==> config.mk <==
export PLATFORM = sky130hd
export DESIGN_NAME = sg_chain_engine
export DESIGN_NICKNAME = d
export VERILOG_FILES = /design/src/rtl/sgf_pkg.sv /design/src/rtl/sgf_regs.sv /design/src/rtl/sgf_asm.sv /design/src/rtl/sgf_seq.sv /design/src/rtl/sg_chain_engine.sv
export SDC_FILE = /design/constraint.sdc
export NUM_CORES = 1
export LEC_CHECK = 0
export BUFFER_PORTS_ARGS = -buffer_cell sky130_fd_sc_hd__buf_2
export CAP_MARGIN = 20
export CORE_MARGIN = 3
export CORE_UTILIZATION = 50
export CTS_CLUSTER_DIAMETER = 100
export DETAILED_ROUTE_END_ITERATION = 8
export PLACE_DENSITY = 0.79
export SLEW_MARGIN = 20
export SYNTH_ARGS = -nofsm -noshare
export SYNTH_HDL_FRONTEND = slang
export SYNTH_SLANG_ARGS = --single-unit
==> constraint.sdc <==
create_clock -name clk -period 3.8 [get_ports clk]
set_input_delay 0.19 -clock clk [delete_from_list [all_inputs] [get_ports clk]]
set_output_delay 0.19 -clock clk [all_outputs]
set_load 0.05 [all_outputs]
==> src/rtl/sgf_pkg.sv <==
package sgf_pkg;
   typedef enum logic [1:0] {
      ST_IDLE,
      ST_FETCH,
      ST_LAUNCH,
      ST_XFER
   } sgf_state_e;

   localparam logic [1:0] RA_CMD  = 2'd0;
   localparam logic [1:0] RA_STAT = 2'd1;
   localparam logic [1:0] RA_LINK = 2'd2;

   localparam int CMD_GO_BIT   = 0;
   localparam int CMD_HALT_BIT = 1;

   localparam int STAT_ACT_BIT   = 0;
   localparam int STAT_FETCH_BIT = 1;
   localparam int STAT_DONE_BIT  = 2;
endpackage

==> src/rtl/sgf_regs.sv <==
module sgf_regs
   import sgf_pkg::*;
#(
   parameter int AW   = 32,
   parameter int STEP = 8
) (
   input  logic          clk,
   input  logic          rst_n,
   input  logic          reg_wr,
   input  logic [1:0]    reg_addr,
   input  logic [AW-1:0] reg_wdata,
   input  logic          active,
   input  logic          fetching,
   input  logic          link_adv,
   input  logic          done_set,
   output logic          go,
   output logic          halt,
   output logic [AW-1:0] link,
   output logic [AW-1:0] reg_rdata
);
   localparam logic [AW-1:0] STEP_V = AW'(STEP);

   logic          cmd_wr;
   logic          done_q;
   logic [AW-1:0] link_q;

   assign cmd_wr = reg_wr && (reg_addr == RA_CMD);
   assign halt   = cmd_wr && reg_wdata[CMD_HALT_BIT];
   assign go     = cmd_wr && reg_wdata[CMD_GO_BIT] && !reg_wdata[CMD_HALT_BIT] && !active;

   always_ff @(posedge clk) begin
      if (!rst_n) begin
         link_q <= '0;
      end else if (reg_wr && (reg_addr == RA_LINK) && !active) begin
         link_q <= reg_wdata;
      end else if (link_adv) begin
         link_q <= link_q + STEP_V;
      end
   end

   always_ff @(posedge clk) begin
      if (!rst_n) begin
         done_q <= 1'b0;
      end else if (go) begin
         done_q <= 1'b0;
      end else if (done_set) begin
         done_q <= 1'b1;
      end
   end

   always_comb begin
      reg_rdata = '0;
      case (reg_addr)
         RA_STAT: begin
            reg_rdata[STAT_ACT_BIT]   = active;
            reg_rdata[STAT_FETCH_BIT] = fetching;
            reg_rdata[STAT_DONE_BIT]  = done_q;
         end
         RA_LINK: reg_rdata = link_q;
         default: reg_rdata = '0;
      endcase
   end

   assign link = link_q;
endmodule

==> src/rtl/sgf_asm.sv <==
module sgf_asm #(
   parameter int ADDR_W  = 32,
   parameter int CNT_W   = 24,
   parameter int EOL_BIT = 7
) (
   input  logic              clk,
   input  logic              rst_n,
   input  logic              fetching,
   input  logic              capture,
   input  logic [7:0]        byte_in,
   input  logic [ADDR_W-1:0] link,
   output logic              last,
   output logic [ADDR_W-1:0] byte_addr,
   output logic [ADDR_W-1:0] buf_addr,
   output logic [CNT_W-1:0]  buf_cnt,
   output logic              eol
);
   localparam int NBYTES = ADDR_W / 8 + CNT_W / 8 + 1;
   localparam int IDX_W  = (NBYTES > 1) ? $clog2(NBYTES) : 1;
   localparam logic [IDX_W-1:0] LAST_IDX = IDX_W'(NBYTES - 1);

   logic [IDX_W-1:0]    idx_q;
   logic [NBYTES*8-1:0] flat;

   always_ff @(posedge clk) begin
      if (!rst_n || !fetching) begin
         idx_q <= '0;
      end else if (capture) begin
         idx_q <= (idx_q == LAST_IDX) ? '0 : idx_q + 1'b1;
      end
   end

   for (genvar g = 0; g < NBYTES; g++) begin : g_lane
      logic [7:0] b_q;
      always_ff @(posedge clk) begin
         if (!rst_n) begin
            b_q <= '0;
         end else if (capture && (idx_q == IDX_W'(g))) begin
            b_q <= byte_in;
         end
      end
      assign flat[g*8 +: 8] = b_q;
   end

   assign last      = fetching && (idx_q == LAST_IDX);
   assign byte_addr = link + ADDR_W'(idx_q);
   assign buf_addr  = flat[ADDR_W-1:0];
   assign buf_cnt   = flat[ADDR_W +: CNT_W];
   assign eol       = flat[ADDR_W + CNT_W + EOL_BIT];
endmodule

==> src/rtl/sgf_seq.sv <==
module sgf_seq
   import sgf_pkg::*;
(
   input  logic clk,
   input  logic rst_n,
   input  logic go,
   input  logic halt,
   input  logic mrd_ack,
   input  logic last,
   input  logic eol,
   input  logic xfer_done,
   output logic mrd_req,
   output logic capture,
   output logic fetch_end,
   output logic xfer_start,
   output logic ext_dack,
   output logic done_set,
   output logic active,
   output logic fetching
);
   sgf_state_e st_q, st_d;

   always_comb begin
      st_d = st_q;
      case (st_q)
         ST_IDLE:   if (go) st_d = ST_FETCH;
         ST_FETCH:  if (halt) st_d = ST_IDLE;
                    else if (mrd_ack && last) st_d = ST_LAUNCH;
         ST_LAUNCH: st_d = halt ? ST_IDLE : ST_XFER;
         ST_XFER:   if (halt) st_d = ST_IDLE;
                    else if (xfer_done) st_d = eol ? ST_IDLE : ST_FETCH;
         default:   st_d = ST_IDLE;
      endcase
   end

   always_ff @(posedge clk) begin
      if (!rst_n) st_q <= ST_IDLE;
      else        st_q <= st_d;
   end

   assign fetching   = (st_q == ST_FETCH);
   assign mrd_req    = fetching;
   assign capture    = fetching && mrd_ack;
   assign fetch_end  = capture && last && !halt;
   assign xfer_start = (st_q == ST_LAUNCH);
   assign ext_dack   = (st_q == ST_XFER);
   assign done_set   = (st_q == ST_XFER) && xfer_done && eol && !halt;
   assign active     = (st_q != ST_IDLE);
endmodule

==> src/rtl/sg_chain_engine.sv <==
module sg_chain_engine #(
   parameter int ADDR_W  = 32,
   parameter int CNT_W   = 24,
   parameter int EOL_BIT = 7
) (
   input  logic              clk,
   input  logic              rst_n,
   input  logic              reg_wr,
   input  logic [1:0]        reg_addr,
   input  logic [ADDR_W-1:0] reg_wdata,
   output logic [ADDR_W-1:0] reg_rdata,
   output logic              mrd_req,
   output logic [ADDR_W-1:0] mrd_addr,
   input  logic              mrd_ack,
   input  logic [7:0]        mrd_data,
   output logic              iow_strobe,
   output logic              eop,
   output logic              ext_dack,
   output logic              xfer_start,
   output logic [ADDR_W-1:0] xfer_addr,
   output logic [CNT_W-1:0]  xfer_count,
   input  logic              xfer_done
);
   localparam int DESC_BYTES = ADDR_W / 8 + CNT_W / 8 + 1;

   if (ADDR_W % 8 != 0 || ADDR_W < 8) begin : g_bad_addr_w
      $error("ADDR_W must be a positive multiple of 8");
   end
   if (CNT_W % 8 != 0 || CNT_W < 8) begin : g_bad_cnt_w
      $error("CNT_W must be a positive multiple of 8");
   end
   if (EOL_BIT < 0 || EOL_BIT > 7) begin : g_bad_eol
      $error("EOL_BIT must select a bit of the flag byte");
   end

   logic              go, halt, active, fetching;
   logic              capture, fetch_end, done_set;
   logic              last, eol;
   logic [ADDR_W-1:0] link_q;

   sgf_regs #(.AW(ADDR_W), .STEP(DESC_BYTES)) regs_i (
      .clk       (clk),
      .rst_n     (rst_n),
      .reg_wr    (reg_wr),
      .reg_addr  (reg_addr),
      .reg_wdata (reg_wdata),
      .active    (active),
      .fetching  (fetching),
      .link_adv  (fetch_end),
      .done_set  (done_set),
      .go        (go),
      .halt      (halt),
      .link      (link_q),
      .reg_rdata (reg_rdata)
   );

   sgf_asm #(.ADDR_W(ADDR_W), .CNT_W(CNT_W), .EOL_BIT(EOL_BIT)) asm_i (
      .clk       (clk),
      .rst_n     (rst_n),
      .fetching  (fetching),
      .capture   (capture),
      .byte_in   (mrd_data),
      .link      (link_q),
      .last      (last),
      .byte_addr (mrd_addr),
      .buf_addr  (xfer_addr),
      .buf_cnt   (xfer_count),
      .eol       (eol)
   );

   sgf_seq seq_i (
      .clk        (clk),
      .rst_n      (rst_n),
      .go         (go),
      .halt       (halt),
      .mrd_ack    (mrd_ack),
      .last       (last),
      .eol        (eol),
      .xfer_done  (xfer_done),
      .mrd_req    (mrd_req),
      .capture    (capture),
      .fetch_end  (fetch_end),
      .xfer_start (xfer_start),
      .ext_dack   (ext_dack),
      .done_set   (done_set),
      .active     (active),
      .fetching   (fetching)
   );

   assign iow_strobe = capture;
   assign eop        = fetch_end;
endmodule

==> tab_implementation.tex <==
\begin{tabular}{lr}
\hline
Metric & Value \\
\hline
\multicolumn{2}{l}{\textbf{Outcome}} \\
\quad Outcome & complete, no violations \\
\multicolumn{2}{l}{\textbf{Power}} \\
\quad Lkg Pwr & 2.87 nW \\
\quad Power per Cell Area & 325 nW/µm² \\
\quad Maximum vdd drop & 0.170 mV \\
\quad Overall power of the completed layout & 2.00 mW \\
\multicolumn{2}{l}{\textbf{Yosys}} \\
\quad Number of unique standard cell types used by synthesis & 49 \\
\quad Dominant register cell in the synthesized netlist & dfxtp\_1 \\
\quad Count of flip-flops with a built-in enable after synthesis & 0 \\
\quad Largest family of logic cells by synthesized area & simple AND/OR/NAND/NOR gates \\
\quad Share of synthesized cell area in full adder, half adder and majority cells & 3.56\% \\
\quad Simple-gate share of the synthesized area & 28.1\% \\
\quad Syn Inst Count & 619 \\
\quad Synthesized net count & 680 \\
\quad Number of flip-flops and latches in the synthesized netlist & 95 \\
\quad Avg Cell Area, Syn & 8.28 µm² \\
\quad Mux cell area share after synthesis & 5.66\% \\
\quad Ys async rst share & 0\% \\
\quad Proportion of synthesized chip area in sequential cells & 37.1\% \\
\quad Xor/xnor share of the synthesized area & 9.74\% \\
\quad Cell area after technology mapping & 5130 µm² \\
\quad Compound-gate portion of the synthesized area & 10.2\% \\
\quad Synthesis Warnings & 0 \\
\multicolumn{2}{l}{\textbf{Timing}} \\
\quad Share of the clock period used by the worst path & 82.8\% \\
\quad Slew at the pin closest to its max-slew limit & 0.966 ns \\
\quad Setup Skew & 0.00908 ns \\
\quad Setup WS post-layout & 0.655 ns \\
\quad Count of final setup violators & 0 \\
\quad Fin. max-slew vios & 0 \\
\quad Max Fclk & 318 MHz \\
\quad Number of failing hold endpoints at the final stage & 0 \\
\quad Post-route setup TNS & 0 ns \\
\quad Minimum clock period & 3.14 ns \\
\quad RSZ-0062 raised after global routing & no \\
\quad Worst hold margin & 0.0744 ns \\
\quad Headroom to the max-slew limit & 35.6\% \\
\multicolumn{2}{l}{\textbf{Floorplanning}} \\
\quad Initial cell density of the core & 52.0\% \\
\quad \# IOs & 172 \\
\quad Die Area & 11500 µm² \\
\quad FP Rows & 36 \\
\quad Floorplan core area & 9860 µm² \\
\quad Chip height & 107 µm \\
\quad X dimension of the die & 107 µm \\
\multicolumn{2}{l}{\textbf{Routing}} \\
\quad Total length of routed wires & 14.2 mm \\
\quad Routed met3 length & 1.15 mm \\
\quad Starting DRC count in detailed routing & 410 \\
\quad DRT antenna net count & 0 \\
\quad Met2 wire len & 6.95 mm \\
\quad Total vias in the final route & 4927 \\
\quad Post-route met1 wirelength & 5.85 mm \\
\quad Via density per instance & 5.49 \\
\quad DR WL/cell & 15.8 µm \\
\quad Top routing layer in use & met4 \\
\quad Number of iterations in the first detailed-routing pass & 5 \\
\quad Drt drc & 0 \\
\multicolumn{2}{l}{\textbf{Worst setup path}} \\
\quad Worst path slowest cell & dfxtp\_1 \\
\quad RR Startpoint & seq\_i.st\_q[0] \\
\quad Startpoint of the worst setup timing path & asm\_i.idx\_q[0] \\
\quad Arrival time worst endpoint & 2.95 ns \\
\quad Worst-path fanout max & 8 \\
\quad Sort of element at the end of the critical path & output pin \\
\quad Sequence of cells on the critical path & ha\_1 -> inv\_1 -> fa\_1 -> nand2b\_1 -> a21oi\_1 -> and3\_1 -> nand4\_1 -> xnor2\_1 -> buf\_2 \\
\quad Class of the most critical setup path & flip-flop to output pin \\
\quad Crit start category & flip-flop \\
\quad Required time reported for the critical path endpoint & 3.61 ns \\
\quad Longest individual stage delay on the worst path & 0.45 ns \\
\multicolumn{2}{l}{\textbf{GRT}} \\
\quad Global routing usage summed across all routing layers & 24.6\% \\
\quad Via count of the first global-routing pass & 4632 \\
\quad Wire length of the first global-routing pass & 22.9 mm \\
\quad Aggregate global routing overflow & 0 \\
\quad Maximum number of pins on one net before global-route repair & 53 \\
\quad Number of antenna violations at the first check in global routing & 0 \\
\multicolumn{2}{l}{\textbf{Cells and area}} \\
\quad NumNets Final & 821 \\
\quad Antenna diode instance count & 0 \\
\quad Share of cells above drive strength 1 & 28.2\% \\
\quad Design Area, Final & 6160 µm² \\
\quad Area Overhead vs Synth & 20.1\% \\
\quad Final std cells w/o fill & 898 \\
\quad Post-layout utilization of the core & 62.4\% \\
\multicolumn{2}{l}{\textbf{Clock tree}} \\
\quad Depth of the CTS H-tree & 3 \\
\quad Clock buffer count from CTS & 9 \\
\quad Number of setup buffers added after CTS & 0 \\
\quad Clock tree from TritonCTS & yes \\
\quad Max clock buf depth & 2 \\
\quad Clk root buf & clkbuf\_8 \\
\quad Sink Count & 95 \\
\quad Worst-skew pair later-pin latency & 0.37 ns \\
\quad Clock-pin slew on the worst setup and hold paths & 0.10 ns \\
\quad Resized Gates After CTS & 0 \\
\quad CTS Hold Bufs & 0 \\
\multicolumn{2}{l}{\textbf{Placement}} \\
\quad Total cell area at the placement stage & 5940 µm² \\
\quad Routability Congestion & 0.905 \\
\quad Buffers added on ports & 171 \\
\quad Worst slack, placed & 1.07 ns \\
\quad Dpl cells & 882 \\
\quad Hpwl dp & 10.4 mm \\
\multicolumn{2}{l}{\textbf{Worst hold path}} \\
\quad Worst hold-check path type & input pin to flip-flop \\
\quad Hold wc startpoint & reg\_wdata[2] \\
\multicolumn{2}{l}{\textbf{Run}} \\
\quad Number of max-cap violations & 0 \\
\hline
\end{tabular}
## worst max-delay path: cells and delay by family, from the launching register on
kind,cells,cell delay (ns)
adders and majority gates,2,0.60
AOI/OAI and AO/OA,1,0.28
DFF,1,0.45
and+or+nand+nor,3,0.77
xor gates and xnor gates,1,0.16
buffers and inverters,2,0.34
## final timing paths
check / end / slack [ns] / cells past startpoint
setup / recovery: mrd_addr[22] / 0.66 / 9
hold / removal: regs_i.link[2] / 0.07 / 3
setup reg to reg: asm_i.g_lane[0].b_q[6] / 1.32 / 5
hold reg to reg: asm_i.g_lane[1].b_q[4] / 0.46 / 2
## placed cells by master (no fill, tap or decap), drive strengths merged, types with 9 or more instances in the layout
cell and n:
nor2 51, o21ai 27, xnor2 32, and2 38
clkbuf 9, a21oi 58, ha 13, inv 17
nand2 75, buf 175, nand3 49, dfxtp 95
mux2i 29, xor2 25, nand4 21
## per-layer routing
layer	vias to the layer above	GRT usage (%)
li1	2376	-
met5	-	0
met3	23	6.36
met4	0	7.03
met2	223	40.2
met1	2305	32.1
## final cells by class
type | count | area (µm²)
Tap cell | 133 | 166
Inverter | 14 | 52.6
Timing Repair Buffer | 175 | 886
Fill cell | 844 | 3710
Multi-Input combinational cell | 465 | 2940
Sequential cell | 95 | 1900
Clock buffer | 9 | 124
Clock inverter | 7 | 88.8
## power by group
| part | leakage (nW) | internal, mW | switching, mW | total (mW) |
|---|---|---|---|---|
| registers | 0.769 | 1.01 | 0.0322 | 1.05 |
| clock network | 0.109 | 0.319 | 0.394 | 0.713 |
| logic | 1.99 | 0.0711 | 0.172 | 0.243 |
| total | 2.87 | 1.40 | 0.598 | 2.00 |
## synth_stat cells, types with 2 or more instances
| cell | instances | area (µm²) |
|---|---|---|
| nor3_1 | 4 | 20.0 |
| nor4_2 | 2 | 25.0 |
| nand3_2 | 5 | 50.1 |
| nor2_1 | 48 | 180 |
| and4_1 | 3 | 26.3 |
| dfxtp_1 | 95 | 1900 |
| mux2i_1 | 29 | 290 |
| a21oi_1 | 58 | 290 |
| a211oi_1 | 8 | 60.1 |
| nand2_1 | 74 | 278 |
| buf_4 | 4 | 30.0 |
| buf_6 | 2 | 22.5 |
| clkbuf_1 | 23 | 86.3 |
| and2_1 | 34 | 213 |
| inv_1 | 13 | 48.8 |
| nand3_1 | 44 | 220 |
| nor2b_1 | 4 | 25.0 |
| a22oi_1 | 2 | 15.0 |
| and3_1 | 6 | 37.5 |
| nor2_4 | 3 | 33.8 |
| xor2_1 | 25 | 219 |
| o21ai_0 | 26 | 130 |
| nand2b_1 | 2 | 12.5 |
| clkbuf_8 | 2 | 27.5 |
| buf_2 | 13 | 65.1 |
| and2_2 | 4 | 30.0 |
| xnor2_1 | 32 | 280 |
| nand4_1 | 20 | 125 |
| nor4_4 | 2 | 42.5 |
| ha_1 | 13 | 163 |
## state kept, by name, summed over array words and instances, names as in the netlist
name	flops
asm_i.g_lane.b_q	57
regs_i.link	32
asm_i.idx_q	3
seq_i.st_q	2
regs_i.done_q	1
## cell families (layout without fill, tap and decap cells)
| group | count (synthesis) | after routing |
|---|---|---|
| xor+xnor | 57 | 57 |
| mux | 29 | 29 |
| fa+ha+maj | 14 | 14 |
| flops | 95 | 95 |
| compound gates | 98 | 98 |
| simple gates | 267 | 267 |
| buf+inv | 59 | 205 |
Power figures use the tool's default switching activity.
